--- config.mk ---
export PLATFORM = sky130hd
export DESIGN_NAME = dtu_top
export DESIGN_NICKNAME = d
export VERILOG_FILES = /design/src/rtl/dtu_pkg.sv /design/src/rtl/dtu_prescale.sv /design/src/rtl/dtu_edge_sync.sv /design/src/rtl/dtu_channel.sv /design/src/rtl/dtu_top.sv
export SDC_FILE = /design/constraint.sdc
export NUM_CORES = 1
export LEC_CHECK = 0
export ABC_AREA = 1
export CAP_MARGIN = 10
export CORE_MARGIN = 4
export CORE_UTILIZATION = 60
export DETAILED_ROUTE_END_ITERATION = 10
export GPL_TIMING_DRIVEN = 0
export PLACE_DENSITY = 0.87
export SYNTH_ARGS = -nofsm -noshare
export SYNTH_HDL_FRONTEND = slang
export SYNTH_SLANG_ARGS = --single-unit
--- constraint.sdc ---
create_clock -name clk -period 4.15 [get_ports clk]
set_clock_uncertainty 0.15 [all_clocks]
set_input_delay 1.245 -clock clk [delete_from_list [all_inputs] [get_ports clk]]
set_output_delay 1.245 -clock clk [all_outputs]
set_load 0.05 [all_outputs]
--- src/rtl/dtu_pkg.sv ---
package dtu_pkg;
  localparam int NCH     = 3;
  localparam int DATA_W  = 32;
  localparam int ADDR_W  = 6;
  localparam int NDIV    = 5;
  localparam int PRE_W   = 2 * NDIV;
  localparam int SYNC_N  = 2;

  localparam int OFF_OUTCTL  = 'h00;
  localparam int OFF_RUN     = 'h04;
  localparam int OFF_RELOAD  = 'h08;
  localparam int OFF_COUNT   = 'h0C;
  localparam int OFF_CTL     = 'h10;
  localparam int CH_STRIDE   = 'h0C;
  localparam int OFF_CAPTURE = 'h2C;

  localparam int BIT_UIE = 5;
  localparam int BIT_UF  = 8;
  localparam int BIT_CF  = 9;

  typedef enum logic [2:0] {
    SRC_D4 = 3'd0, SRC_D16 = 3'd1, SRC_D64 = 3'd2, SRC_D256 = 3'd3,
    SRC_D1024 = 3'd4, SRC_OFF = 3'd5, SRC_RTC = 3'd6, SRC_PIN = 3'd7
  } src_e;

  typedef enum logic [1:0] {
    EDGE_RISE = 2'd0, EDGE_FALL = 2'd1, EDGE_BOTH = 2'd2, EDGE_NONE = 2'd3
  } edge_e;

  typedef enum logic [1:0] {
    CAP_OFF = 2'd0, CAP_RSVD = 2'd1, CAP_QUIET = 2'd2, CAP_IRQ = 2'd3
  } capm_e;
endpackage

--- src/rtl/dtu_prescale.sv ---
module dtu_prescale #(
  parameter int NDIV  = 5,
  localparam int PRE_W = 2 * NDIV
) (
  input  logic            clk,
  input  logic            rst_n,
  output logic [NDIV-1:0] div_tick
);
  logic [PRE_W-1:0] pre_q;

  always_ff @(posedge clk or negedge rst_n) begin
    if (!rst_n) pre_q <= '0;
    else        pre_q <= pre_q + PRE_W'(1);
  end

  // stage k pulses once every 4^(k+1) cycles
  for (genvar k = 0; k < NDIV; k++) begin : g_tap
    assign div_tick[k] = &pre_q[2*k+1:0];
  end
endmodule

--- src/rtl/dtu_edge_sync.sv ---
module dtu_edge_sync #(
  parameter int STAGES = 2
) (
  input  logic clk,
  input  logic rst_n,
  input  logic pin,
  output logic rise,
  output logic fall
);
  logic [STAGES-1:0] sync_q;
  logic              prev_q;

  always_ff @(posedge clk or negedge rst_n) begin
    if (!rst_n) begin
      sync_q <= '0;
      prev_q <= 1'b0;
    end else begin
      sync_q <= {sync_q[STAGES-2:0], pin};
      prev_q <= sync_q[STAGES-1];
    end
  end

  assign rise = sync_q[STAGES-1] & ~prev_q;
  assign fall = ~sync_q[STAGES-1] & prev_q;
endmodule

--- src/rtl/dtu_channel.sv ---
module dtu_channel
  import dtu_pkg::*;
#(
  parameter int  W       = 32,
  parameter int  ND      = 5,
  parameter bit  HAS_CAP = 1'b0
) (
  input  logic          clk,
  input  logic          rst_n,
  input  logic          run,
  input  logic [ND-1:0] div_tick,
  input  logic          rtc_tick,
  input  logic          pin_rise,
  input  logic          pin_fall,
  input  logic          cap_rise,
  input  logic          wr_reload,
  input  logic          wr_count,
  input  logic          wr_ctl,
  input  logic [W-1:0]  wdata,
  output logic [W-1:0]  reload_o,
  output logic [W-1:0]  count_o,
  output logic [W-1:0]  ctl_o,
  output logic [W-1:0]  cap_o,
  output logic          tick_o,
  output logic          irq_o
);
  src_e        src_q;
  edge_e       edge_q;
  logic        uie_q;
  logic        uf_q;
  logic [W-1:0] reload_q;
  logic [W-1:0] count_q;
  logic        pin_tick;
  logic [7:0]  src_vec;
  logic        step;
  logic        wrap;
  capm_e       capm;
  logic        cf;
  logic        cap_irq;

  always_comb begin
    unique case (edge_q)
      EDGE_RISE: pin_tick = pin_rise;
      EDGE_FALL: pin_tick = pin_fall;
      EDGE_BOTH: pin_tick = pin_rise | pin_fall;
      default:   pin_tick = 1'b0;
    endcase
  end

  // source code indexes this vector directly; code 5 is a constant zero
  assign src_vec = {pin_tick, rtc_tick, 1'b0, div_tick};
  assign tick_o  = src_vec[src_q];
  assign step    = run & tick_o & ~wr_count;
  assign wrap    = step & (count_q == '0);

  always_ff @(posedge clk or negedge rst_n) begin
    if (!rst_n) begin
      reload_q <= '0;
      count_q  <= '0;
    end else begin
      if (wr_reload) reload_q <= wdata;
      if (wr_count)  count_q  <= wdata;
      else if (step) count_q  <= wrap ? reload_q : count_q - W'(1);
    end
  end

  always_ff @(posedge clk or negedge rst_n) begin
    if (!rst_n) begin
      src_q  <= SRC_D4;
      edge_q <= EDGE_RISE;
      uie_q  <= 1'b0;
      uf_q   <= 1'b0;
    end else begin
      if (wr_ctl) begin
        src_q  <= src_e'(wdata[2:0]);
        edge_q <= edge_e'(wdata[4:3]);
        uie_q  <= wdata[BIT_UIE];
      end
      if (wrap)                          uf_q <= 1'b1;
      else if (wr_ctl && !wdata[BIT_UF]) uf_q <= 1'b0;
    end
  end

  if (HAS_CAP) begin : g_cap
    capm_e        capm_q;
    logic         cf_q;
    logic [W-1:0] cap_q;
    logic         grab;

    assign grab = cap_rise & capm_q[1];

    always_ff @(posedge clk or negedge rst_n) begin
      if (!rst_n) begin
        capm_q <= CAP_OFF;
        cf_q   <= 1'b0;
        cap_q  <= '0;
      end else begin
        if (wr_ctl) capm_q <= capm_e'(wdata[7:6]);
        if (grab) begin
          cap_q <= count_q;
          cf_q  <= 1'b1;
        end else if (wr_ctl && !wdata[BIT_CF]) begin
          cf_q <= 1'b0;
        end
      end
    end

    assign capm    = capm_q;
    assign cf      = cf_q;
    assign cap_o   = cap_q;
    assign cap_irq = cf_q & (capm_q == CAP_IRQ);
  end else begin : g_nocap
    logic unused_cap;
    assign unused_cap = cap_rise;
    assign capm    = CAP_OFF;
    assign cf      = 1'b0;
    assign cap_o   = '0;
    assign cap_irq = 1'b0;
  end

  assign reload_o = reload_q;
  assign count_o  = count_q;
  assign ctl_o    = {{(W-10){1'b0}}, cf, uf_q, capm, uie_q, edge_q, src_q};
  assign irq_o    = (uf_q & uie_q) | cap_irq;
endmodule

--- src/rtl/dtu_top.sv ---
module dtu_top
  import dtu_pkg::*;
(
  input  logic              clk,
  input  logic              rst_n,
  input  logic [ADDR_W-1:0] bus_addr,
  input  logic              bus_wr,
  input  logic [DATA_W-1:0] bus_wdata,
  output logic [DATA_W-1:0] bus_rdata,
  input  logic              rtc_strobe,
  input  logic              ext_clk_pin,
  input  logic              cap_pin,
  output logic [NCH-1:0]    irq,
  output logic              clk_out_en
);
  localparam logic [ADDR_W-1:0] A_OUTCTL = ADDR_W'(OFF_OUTCTL);
  localparam logic [ADDR_W-1:0] A_RUN    = ADDR_W'(OFF_RUN);
  localparam logic [ADDR_W-1:0] A_CAP    = ADDR_W'(OFF_CAPTURE);

  logic                        outctl_q;
  logic [NCH-1:0]              run_q;
  logic [NDIV-1:0]             div_tick;
  logic                        pin_rise, pin_fall;
  logic                        cap_rise, cap_fall;
  logic [NCH-1:0][DATA_W-1:0]  reload_all, count_all, ctl_all, cap_all;
  logic [NCH-1:0]              tick_all;
  logic [NCH-1:0]              wr_reload, wr_count, wr_ctl;

  always_ff @(posedge clk or negedge rst_n) begin
    if (!rst_n) begin
      outctl_q <= 1'b0;
      run_q    <= '0;
    end else if (bus_wr) begin
      if (bus_addr == A_OUTCTL) outctl_q <= bus_wdata[0];
      if (bus_addr == A_RUN)    run_q    <= bus_wdata[NCH-1:0];
    end
  end

  dtu_prescale #(.NDIV(NDIV)) u_pre (
    .clk(clk), .rst_n(rst_n), .div_tick(div_tick)
  );

  dtu_edge_sync #(.STAGES(SYNC_N)) u_pin_sync (
    .clk(clk), .rst_n(rst_n), .pin(ext_clk_pin), .rise(pin_rise), .fall(pin_fall)
  );

  dtu_edge_sync #(.STAGES(SYNC_N)) u_cap_sync (
    .clk(clk), .rst_n(rst_n), .pin(cap_pin), .rise(cap_rise), .fall(cap_fall)
  );

  logic unused_cap_fall;
  assign unused_cap_fall = cap_fall;

  for (genvar g = 0; g < NCH; g++) begin : g_ch
    localparam logic [ADDR_W-1:0] A_RL  = ADDR_W'(OFF_RELOAD + g * CH_STRIDE);
    localparam logic [ADDR_W-1:0] A_CNT = ADDR_W'(OFF_COUNT  + g * CH_STRIDE);
    localparam logic [ADDR_W-1:0] A_CTL = ADDR_W'(OFF_CTL    + g * CH_STRIDE);

    assign wr_reload[g] = bus_wr && (bus_addr == A_RL);
    assign wr_count[g]  = bus_wr && (bus_addr == A_CNT);
    assign wr_ctl[g]    = bus_wr && (bus_addr == A_CTL);

    dtu_channel #(
      .W(DATA_W), .ND(NDIV), .HAS_CAP(g == NCH - 1)
    ) u_ch (
      .clk(clk), .rst_n(rst_n), .run(run_q[g]),
      .div_tick(div_tick), .rtc_tick(rtc_strobe),
      .pin_rise(pin_rise), .pin_fall(pin_fall), .cap_rise(cap_rise),
      .wr_reload(wr_reload[g]), .wr_count(wr_count[g]), .wr_ctl(wr_ctl[g]),
      .wdata(bus_wdata),
      .reload_o(reload_all[g]), .count_o(count_all[g]), .ctl_o(ctl_all[g]),
      .cap_o(cap_all[g]), .tick_o(tick_all[g]), .irq_o(irq[g])
    );
  end

  always_comb begin
    bus_rdata = '0;
    if (bus_addr == A_OUTCTL) bus_rdata = {{(DATA_W-1){1'b0}}, outctl_q};
    if (bus_addr == A_RUN)    bus_rdata = {{(DATA_W-NCH){1'b0}}, run_q};
    if (bus_addr == A_CAP)    bus_rdata = cap_all[NCH-1];
    for (int c = 0; c < NCH; c++) begin
      if (bus_addr == ADDR_W'(OFF_RELOAD + c * CH_STRIDE)) bus_rdata = reload_all[c];
      if (bus_addr == ADDR_W'(OFF_COUNT  + c * CH_STRIDE)) bus_rdata = count_all[c];
      if (bus_addr == ADDR_W'(OFF_CTL    + c * CH_STRIDE)) bus_rdata = ctl_all[c];
    end
  end

  assign clk_out_en = outctl_q;
endmodule

==> impl_metrics.env <==
export IMPL_gr_usage_all_layers=0.456
export IMPL_critPathMaxFanout=4
export IMPL_die_area_um2=29500
export IMPL_grt_pass1_wl_um=101000
export IMPL_yosys_area_share_xor_xnor=0.0479
export IMPL_synth_top_family_by_area="simple AND/OR/NAND/NOR gates"
export IMPL_max_slew_margin=0.389
export IMPL_rsz0062_at_grt="true"
export IMPL_synth_mux_area_frac=0.00420
export IMPL_cp_slowest_cell="o21ai_0"
export IMPL_setup_ws_ps=-263
export IMPL_drtIter0Drc=3311
export IMPL_syn_to_final_growth_pct=21.8
export IMPL_violations="setup timing"
export IMPL_met1_usage=0.624
export IMPL_fin_util=0.749
export IMPL_yosysUniqueCellTypes=42
export IMPL_final_setup_viol_count=24
export IMPL_antenna_found_initial=3
export IMPL_tightest_slew_ps=916
export IMPL_syn_inst=2227
export IMPL_critPathRequiredTime_ps=2750
export IMPL_fmax_mhz=227
export IMPL_synth_top_area_frac=0.416
export IMPL_hpwl_um=49200
export IMPL_multi_input_area_um2=8750
export IMPL_synth_most_common_cell="nand2_1"
export IMPL_cp_common_cell="nand2_1"
export IMPL_num_vias=17700
export IMPL_clk_pin_slew_worst_paths_ps=60
export IMPL_grt_pass1_vias=16700
export IMPL_maxCapViolCount=0
export IMPL_gp_congestion=1.03
export IMPL_finalMaxSlewViolations=0
export IMPL_place_port_buffers=79
export IMPL_synth_area_um2=16100
export IMPL_crit_arrival_ps=3020
export IMPL_hp_class="flop to flop"
export IMPL_ctsHoldBuffers=0
export IMPL_start_util=0.615
export IMPL_drive_above_1_share=0.149
export IMPL_synthSimpleGateAreaFrac=0.318
export IMPL_synthAdderAreaFrac=0.00466
export IMPL_status="finished with violations"
export IMPL_crit_chain="buf_6 > inv_4 > nand2_2 > nor2_4 > nand2_1 > o21ai_0 > nor2_1 > nand4_1 > nand2_1 > nand3_2 > nand2_1 > nand3_1 > buf_6"
export IMPL_synth_net_count=2277
export IMPL_core_area_um2=26200
export IMPL_die_h_um=172
export IMPL_async_flop_share=1.00
export IMPL_fp_row_count=59
export IMPL_grt_max_degree=111
export IMPL_insertion_delay_ps=590
export IMPL_ys_warn_count=0
export IMPL_finalHoldViolations=0
export IMPL_drc=0
export IMPL_wirelength_um=69400
export IMPL_synthTopCellsByArea="dfrtp_1, nand2_1, o21ai_0, inv_1, nand3_1"
export IMPL_ff_latch_area_um2=6710
export IMPL_nFillCells=1941
export IMPL_wl_per_cell_um=25.4
export IMPL_finalPower_mw=10.6
export IMPL_gr_usage_met2=0.685
export IMPL_synth_edf_count=0
export IMPL_h_tree_depth=1
export IMPL_fin_crit_sh=1.06
export IMPL_grt_ovfl_total=0
export IMPL_cts_buffers=30
export IMPL_grt_busiest_layer="met2"
export IMPL_viasPerCell=6.48
export IMPL_p_leak_nw=9.20
export IMPL_layout_nets=2424
export IMPL_synth_compound_area_frac=0.128
export IMPL_grt_use_met3=0.140
export IMPL_synth_ff_type="dfrtp_1"
export IMPL_cts_tree="yes"
export IMPL_synth_seq_cells=268
export IMPL_synth_top_area_cell="dfrtp_1"
export IMPL_syn_avg_cell_area_um2=7.23
export IMPL_cts_buffer_depth=3
export IMPL_worst_path_buf_inv=3
export IMPL_drtPass1Iterations=7
export IMPL_peakVddDrop_uv=394
export IMPL_cp_top_family="simple AND/OR/NAND/NOR gates"
export IMPL_dieWidth_um=172
export IMPL_path_class="primary input to output pin"
export IMPL_clkSinkCount=268
export IMPL_end_kind="output pin"
export IMPL_fin_crit_ps=4410
export IMPL_pin_count=80
export IMPL_p_per_area_nw_per_um2=542
export IMPL_slowest_delay_ps=290
export IMPL_drtAntennaViolNets=0
export IMPL_ys_seq_area_frac=0.416
export IMPL_synthTopCellsByCount="nand2_1, dfrtp_1, inv_1"
export IMPL_cts_root_buffer="clkbuf_16"
export IMPL_crit_path_start_kind="primary input"
metrics by stage:
step | setup slack [ps] | cell area, um^2 | hold slack [ps] | instances | setup TNS (ps)
6_report | -263 | 19600 | 211 | 2736 | -1980
3_3_place_gp | -9880 | 17400 | 182 | 2641 | -2690470
5_1_grt | -277 | 19600 | 227 | 2733 | -2620
2_1_floorplan | -263 | 16200 | 181 | 2227 | -789
3_5_place_dp | -1790 | 17500 | 186 | 2643 | -49140
4_1_cts | -24.4 | 19200 | 211 | 2722 | -32.5
path summary, 6_finish.rpt:
check | start | to | slack (ps) | depth (start not counted)
min in group asynchronous | rst_n | g_ch[2].u_ch.uf_q | 590 | 1
max in group asynchronous | rst_n | g_ch[1].u_ch.count_o[19] | 2300 | 2
max | bus_addr[3] | bus_rdata[0] | -260 | 13
min | u_cap_sync.sync_q[0] | u_cap_sync.sync_q[1] | 210 | 0
min reg2reg | u_cap_sync.sync_q[0] | u_cap_sync.sync_q[1] | 210 | 0
max reg2reg | u_pre.pre_q[0] | g_ch[2].u_ch.count_o[29] | 1070 | 11
repair_timing:
| action | CTS | global route |
|---|---|---|
| pin swaps | 20 | 30 |
| gates cloned | 0 | 0 |
| gates resized for setup | 374 | 106 |
| endpoints found under the setup margin | 32 | 32 |
| setup buffers | 24 | 11 |
layout by cell type (no fill, tap or decap), types with 5 or more instances in the layout:
cell / netlist / layout
nor3_2: 4 / 5
ha_1: 6 / 6
buf_2: 19 / 13
nor2_2: 12 / 12
nor2_1: 163 / 150
clkinvlp_4: 0 / 6
nand3_1: 141 / 128
nand3_2: 5 / 16
nand2_1: 774 / 749
o21ai_1: 8 / 7
clkdlybuf4s50_1: 0 / 40
o21ai_0: 176 / 168
mux2_2: 6 / 6
buf_6: 9 / 48
clkinv_2: 0 / 6
dfrtp_1: 268 / 268
nor2_4: 10 / 23
buf_8: 0 / 9
clkbuf_8: 0 / 7
nand3b_1: 6 / 6
clkbuf_1: 46 / 36
o211ai_1: 77 / 77
xnor2_1: 10 / 10
inv_2: 8 / 11
nor3_1: 15 / 14
xor2_1: 78 / 78
o2111ai_2: 0 / 18
a21oi_1: 50 / 31
clkbuf_16: 0 / 31
o21ai_2: 0 / 8
nand4_1: 46 / 46
nand2_4: 0 / 5
buf_4: 10 / 47
nand2_2: 9 / 27
a21oi_2: 0 / 17
inv_1: 215 / 207
registers in the layout (all words and copies together) (netlist names):
signal / flops
g_ch.u_ch.uf_q: 3
u_cap_sync.sync_q: 2
g_ch.u_ch.src_q: 9
g_ch.u_ch.count_o: 96
u_pin_sync.sync_q: 2
u_cap_sync.prev_q: 1
g_ch.u_ch.reload_o: 96
g_ch.u_ch.cap_o: 32
g_ch.u_ch.edge_q: 6
u_pin_sync.prev_q: 1
clk_out_en: 1
run_q: 3
g_ch.u_ch.capm: 2
g_ch.u_ch.uie_q: 3
g_ch.u_ch.cf: 1
u_pre.pre_q: 10
layout make-up:
class	instances	share of cell area
inverters	223	0.0434
repair buffers	116	0.0616
clock buffers	38	0.0423
clock inverters	17	0.0119
flip-flops and latches	268	0.342
multi-input cells	1647	0.446
well taps	335	0.0214
plain buffers	88	0.0309
diodes	4	0.000510
report_power, final:
part	leakage [nW]	switching [mW]	total, mW	internal, mW
logic	5.19	2.38	3.55	1.16
clock network	0.508	1.22	2.90	1.68
registers	3.50	0.937	4.20	3.26
worst register-to-register path, stage by stage, from the launching register on:
cell and delay [ps]:
dfrtp_1 380, ha_1 330, nand3_4 190, nor2_4 210, nand4_2 160, nor2_1 180, nor2_1 140, nor2_1 460
nand3_1 490, nand2_1 170, nand3_1 80, nand3_1 90
metal layers:
| metal | vias to the layer above | share of wire |
|---|---|---|
| met5 | - | 0.00019 |
| met4 | 2 | 0.062 |
| met3 | 382 | 0.16 |
| met2 | 1554 | 0.42 |
| met1 | 8237 | 0.36 |
| li1 | 7553 | - |
cells by family after synthesis:
logic type	count (synthesis)
AOI/OAI and AO/OA	349
xor gates and xnor gates	88
adders and majority gates	6
buffers and inverters	312
DFF	268
muxes	6
and+or+nand+nor	1198
No activity file was read; power rests on OpenSTA's default activity.
